[src/rtl/seg_chk_pkg.sv]
package seg_chk_pkg;

  typedef enum logic [1:0] {
    ACC_READ  = 2'b00,
    ACC_WRITE = 2'b01,
    ACC_FETCH = 2'b10,
    ACC_RSVD  = 2'b11
  } acc_kind_e;

  typedef struct packed {
    logic rd;
    logic wr;
    logic expdn;
  } seg_attr_t;

  typedef struct packed {
    logic pe;
    logic lma;
    logic cs_long;
    logic pg;
  } cpu_mode_t;

endpackage

[src/rtl/seg_rights_check.sv]
module seg_rights_check
  import seg_chk_pkg::*;
(
  input  logic [1:0] kind,
  input  seg_attr_t  attr,
  output logic       rights_fault
);
  acc_kind_e k;
  logic is_write;
  logic is_read;

  always_comb begin
    k        = acc_kind_e'(kind);
    is_write = (k == ACC_WRITE);
    is_read  = (k == ACC_READ) || (k == ACC_RSVD);
    rights_fault = (is_write && !attr.wr) || (is_read && !attr.rd);
  end
endmodule

[src/rtl/seg_bound_check.sv]
module seg_bound_check #(
  parameter int ADDR_W = 32,
  parameter int SIZE_W = 4
) (
  input  logic [ADDR_W-1:0] addr,
  input  logic [SIZE_W-1:0] size,
  input  logic [ADDR_W-1:0] base,
  input  logic [ADDR_W-1:0] limit,
  input  logic              expdn,
  output logic              bound_fault
);
  localparam int SUM_W = ADDR_W + 1;
  localparam int PAD_W = SUM_W - SIZE_W;

  logic [SUM_W-1:0] end_sum;
  logic [SUM_W-1:0] limit_w;
  logic [SUM_W-1:0] base_w;
  logic wraps;
  logic over_top;
  logic below_base;
  logic at_or_under_lim;
  logic end_reaches_base;

  always_comb begin
    end_sum          = {1'b0, addr} + {{PAD_W{1'b0}}, size};
    limit_w          = {1'b0, limit};
    base_w           = {1'b0, base};
    wraps            = (limit < base);
    over_top         = (limit_w < end_sum);
    below_base       = (addr < base);
    at_or_under_lim  = (addr <= limit);
    end_reaches_base = (end_sum >= base_w);
    if (!expdn) begin
      bound_fault = wraps ? (over_top && below_base) : over_top;
    end else begin
      bound_fault = wraps ? (at_or_under_lim || end_reaches_base)
                          : (at_or_under_lim && end_reaches_base);
    end
  end
endmodule

[src/rtl/seg_route_sel.sv]
module seg_route_sel
  import seg_chk_pkg::*;
(
  input  cpu_mode_t mode,
  output logic      check_en,
  output logic      paging_sel
);
  always_comb begin
    check_en   = mode.pe && !(mode.lma && mode.cs_long);
    paging_sel = mode.pe && mode.pg;
  end
endmodule

[src/rtl/seg_access_gate.sv]
module seg_access_gate
  import seg_chk_pkg::*;
#(
  parameter int ADDR_W = 32,
  parameter int SIZE_W = 4,
  parameter int ERR_W  = 16
) (
  input  logic              clk,
  input  logic              rst,
  input  logic              req_valid,
  input  logic [ADDR_W-1:0] req_addr,
  input  logic [SIZE_W-1:0] req_size,
  input  logic [1:0]        req_kind,
  input  logic [ADDR_W-1:0] seg_base,
  input  logic [ADDR_W-1:0] seg_limit,
  input  logic              attr_rd,
  input  logic              attr_wr,
  input  logic              attr_expdn,
  input  logic              mode_pe,
  input  logic              mode_lma,
  input  logic              mode_cs_long,
  input  logic              mode_pg,
  output logic              out_valid,
  output logic              out_fault,
  output logic [ERR_W-1:0]  out_err_code,
  output logic [ADDR_W-1:0] out_addr,
  output logic              out_to_paging
);
  seg_attr_t attr;
  cpu_mode_t mode;
  logic rights_f;
  logic bound_f;
  logic check_en;
  logic paging_sel;
  logic fault_c;

  assign attr = '{rd: attr_rd, wr: attr_wr, expdn: attr_expdn};
  assign mode = '{pe: mode_pe, lma: mode_lma, cs_long: mode_cs_long, pg: mode_pg};

  seg_rights_check u_rights (
    .kind         (req_kind),
    .attr         (attr),
    .rights_fault (rights_f)
  );

  seg_bound_check #(.ADDR_W(ADDR_W), .SIZE_W(SIZE_W)) u_bound (
    .addr        (req_addr),
    .size        (req_size),
    .base        (seg_base),
    .limit       (seg_limit),
    .expdn       (attr_expdn),
    .bound_fault (bound_f)
  );

  seg_route_sel u_route (
    .mode       (mode),
    .check_en   (check_en),
    .paging_sel (paging_sel)
  );

  assign fault_c = check_en && (rights_f || bound_f);

  always_ff @(posedge clk) begin
    if (rst) begin
      out_valid     <= 1'b0;
      out_fault     <= 1'b0;
      out_addr      <= '0;
      out_to_paging <= 1'b0;
    end else begin
      out_valid     <= req_valid;
      out_fault     <= req_valid && fault_c;
      out_addr      <= (req_valid && !fault_c) ? req_addr : '0;
      out_to_paging <= req_valid && !fault_c && paging_sel;
    end
  end

  // Every protection fault reported here carries a zero code.
  assign out_err_code = '0;
endmodule

[config.mk]
export PLATFORM = sky130hd
export DESIGN_NAME = seg_access_gate
export DESIGN_NICKNAME = d
export VERILOG_FILES = /design/src/rtl/seg_chk_pkg.sv /design/src/rtl/seg_rights_check.sv /design/src/rtl/seg_bound_check.sv /design/src/rtl/seg_route_sel.sv /design/src/rtl/seg_access_gate.sv
export SDC_FILE = /design/constraint.sdc
export NUM_CORES = 1
export LEC_CHECK = 0
export BUFFER_PORTS_ARGS = -buffer_cell sky130_fd_sc_hd__buf_2
export CAP_MARGIN = 40
export CORE_MARGIN = 10
export CORE_UTILIZATION = 40
export DETAILED_ROUTE_END_ITERATION = 6
export HOLD_SLACK_MARGIN = 0.05
export PLACE_DENSITY = 0.69
export SETUP_SLACK_MARGIN = 0.15
export SLEW_MARGIN = 20
export SYNTH_ARGS = -nofsm -noshare
export SYNTH_HDL_FRONTEND = slang
export SYNTH_SLANG_ARGS = --single-unit
[constraint.sdc]
create_clock -name clk -period 9.2 [get_ports clk]
set_input_delay 1.84 -clock clk [delete_from_list [all_inputs] [get_ports clk]]
set_output_delay 1.84 -clock clk [all_outputs]
set_load 0.01 [all_outputs]
==> flow_summary.json <==
{
  "min_delay_path_depth": 3,
  "synth.top_cell.area_share": 0.3618,
  "grt_pass1_vias": 5602,
  "power.leakage_nw": 3.707,
  "crit_path_end_kind": "flop",
  "final_cell_area_um2": 6621,
  "n_antenna_cell": 0,
  "synth.top_cells.by_area": "ha_1 (36%), dfxtp_1 (13%), inv_1 (6.5%), a21oi_1 (5.6%), nand2_1 (5.3%)",
  "drc": 0,
  "critPathKind": "input port to flop",
  "hp-class": "input port to flop",
  "wl_per_cell_um": 16.63,
  "slew_violations": 0,
  "antenna_found_initial": 0,
  "grt_max_degree": 36,
  "area_growth_syn_to_layout_pct": 18.20,
  "synth_warnings": 0,
  "cts_tree": "yes",
  "clock-root-buffer": "clkbuf_16",
  "worstMarginPinSlew_ps": 607.3,
  "hold_ws_ps": 1792,
  "rsz0062_at_grt": "false",
  "max_cap_violations": 0,
  "seq_area_frac_synth": 0.1251,
  "start_util": 0.4051,
  "die_area_um2": 19140,
  "grt-ovfl-total": 0,
  "critPathLaunchType": "input port",
  "post_cts_resized": 0,
  "synthCells": 730,
  "rows": 43,
  "fin_nets": 1152,
  "drt_iter0_markers": 313,
  "antenna_left": 0,
  "clock_path_buffers": 2,
  "clk_pin_slew_ps": 50,
  "drt_wl_total_um": 17570,
  "grt_use_total": 0.1762,
  "detail_route.vias_per_cell": 5.309,
  "grt_pass1_wl_um": 28370,
  "layout-drive-gt1-share": 0.1847,
  "status": "finished clean",
  "gp_congestion": 0.8791,
  "worstSetupStartpoint": "req_addr[0]",
  "p_per_area_nw_per_um2": 89.97,
  "die_w_um": 138.3,
  "synth_area_um2": 5602,
  "core_um2": 13830,
  "fin_crit_ps": 6058,
  "dp.cells": 1048,
  "synth_enable_flop_cells": 0,
  "clock.fmax_mhz": 165.1,
  "synth_seq_cells": 35,
  "port_buffers": 146,
  "dp_hpwl_um": 15210,
  "worstPathRequired_ps": 9370,
  "cts_setup_buffers": 0,
  "die_h_um": 138.3,
  "clock-sinks": 35,
  "vias": 5612,
  "drt_first_pass_iters": 5,
  "hold_viol_final": 0,
  "peakVddDrop_uv": 55.31,
  "cts-htree-levels": 2,
  "ys.flop_type": "dfxtp_1",
  "hold_buffers": 0,
  "numCtsBuffers": 5,
  "synthDistinctLibCells": 50,
  "async_flop_share": 0,
  "setup_tns_ps": 0,
  "crit_arrival_ps": 6230,
  "synth_top_cell_by_area": "ha_1",
  "ioPinCount": 163,
  "setup_violations": 0,
  "syn_avg_cell_area_um2": 7.673,
  "dpl_cell_area_um2": 6450,
  "final_core_util": 0.4789,
  "maxSlewHeadroom": 0.5847,
  "crit_fanout": 22,
  "layoutNonFillerInstCount": 1057,
  "fin_crit_sh": 0.6585,
  "crit_end": "out_fault$_SDFF_PP0_"
}
==> stage by stage <==
stage | setup WS (ps) | power [W]
3_5_place_dp | 2702 | 0.0004253
2_1_floorplan | 3743 | 0.0003366
6_report | 3142 | 0.0005957
3_3_place_gp | 2884 | 0.0004213
5_1_grt | 2819 | 0.0006415
4_1_cts | 2998 | 0.0005916
==> cell families after synthesis <==
family / Yosys count / synth area share
adders and majority gates: 164 / 0.3672
other: 1 / 0.0006694
xor gates and xnor gates: 35 / 0.05472
DFF: 35 / 0.1251
AOI/OAI and AO/OA: 140 / 0.1575
and+or+nand+nor: 234 / 0.1988
buffers and inverters: 121 / 0.09605
==> worst min-delay path by stage <==
stage	from	end
after floorplan	req_addr[0]	out_addr[0]$_SDFF_PP0_
after global placement	mode_pg	out_to_paging$_SDFF_PP0_
after detailed placement	mode_pg	out_to_paging$_SDFF_PP0_
after CTS	mode_pg	out_to_paging$_SDFF_PP0_
after global routing	mode_pg	out_to_paging$_SDFF_PP0_
final	mode_pg	out_to_paging$_SDFF_PP0_
==> flip-flops by register name, indices dropped and copies added (netlist names) <==
| name | count |
|---|---|
| out_addr | 32 |
| out_fault | 1 |
| out_to_paging | 1 |
| out_valid | 1 |
==> layout by cell type, fill, tap and decap left out, types with 4 or more instances in the layout <==
master     instances
xor2_1            18
a21oi_1           63
o211ai_1           4
a211oi_1           7
o21ai_0           24
dfxtp_1           35
nor2b_1            4
and3_1             8
nand2_1           79
nand4_1           23
nand3_1           29
nor3_1             7
and2_1             5
buf_2            146
nor4_1             5
clkbuf_16          5
ha_1             162
a21o_1            18
or3_1              4
inv_1             97
nor2_1            54
xnor2_1           17
conb_1            16
==> synthesized netlist by cell type (16+ instances only) <==
library cell and instances:
dfxtp_1 35, a21o_1 18, xor2_1 18, nand2_1 79, buf_4 16, ha_1 162
a21oi_1 63, inv_1 97, nand4_1 23, nor2_1 54, o21ai_0 24, nand3_1 29
xnor2_1 17
==> report_power, final <==
group          total [W]  switching [W]  internal [W]  leakage, nW
clock           0.000166      0.0000670     0.0000988       0.0696
sequential      0.000160     0.00000166      0.000159        0.286
combinational   0.000270       0.000158      0.000112         3.35
==> layout make-up <==
| cell class | count | area, um^2 |
|---|---|---|
| multi-input cells | 589 | 4422 |
| repair buffers | 149 | 770.7 |
| clock inverters | 2 | 13.76 |
| well taps | 180 | 225.2 |
| fillers | 1401 | 7206 |
| inverters | 97 | 364.1 |
| flip-flops and latches | 35 | 700.7 |
| clock buffers | 5 | 125.1 |
==> layer usage <==
metal | global-route usage | share of wire | up-vias
li1 | - | - | 2839
met5 | 0 | 0 | -
met4 | 0.04051 | 0.014 | 0
met1 | 0.2315 | 0.47 | 2575
met3 | 0.03390 | 0.064 | 23
met2 | 0.2897 | 0.45 | 175
==> worst max-delay path: stages <==
cell and delay (ps):
buf_2 110, ha_1 190, fa_1 240, a211oi_1 120
or3_1 540, nor4_1 570, nand3_1 200, xnor2_1 240
ha_1 280, a21o_1 180, a21o_1 170, a21oi_1 160
o31ai_1 100, a211o_1 300, maj3_1 370, o2bb2ai_4 250
buf_16 220, and2_1 140
No activity file was read; power rests on OpenSTA's default activity.
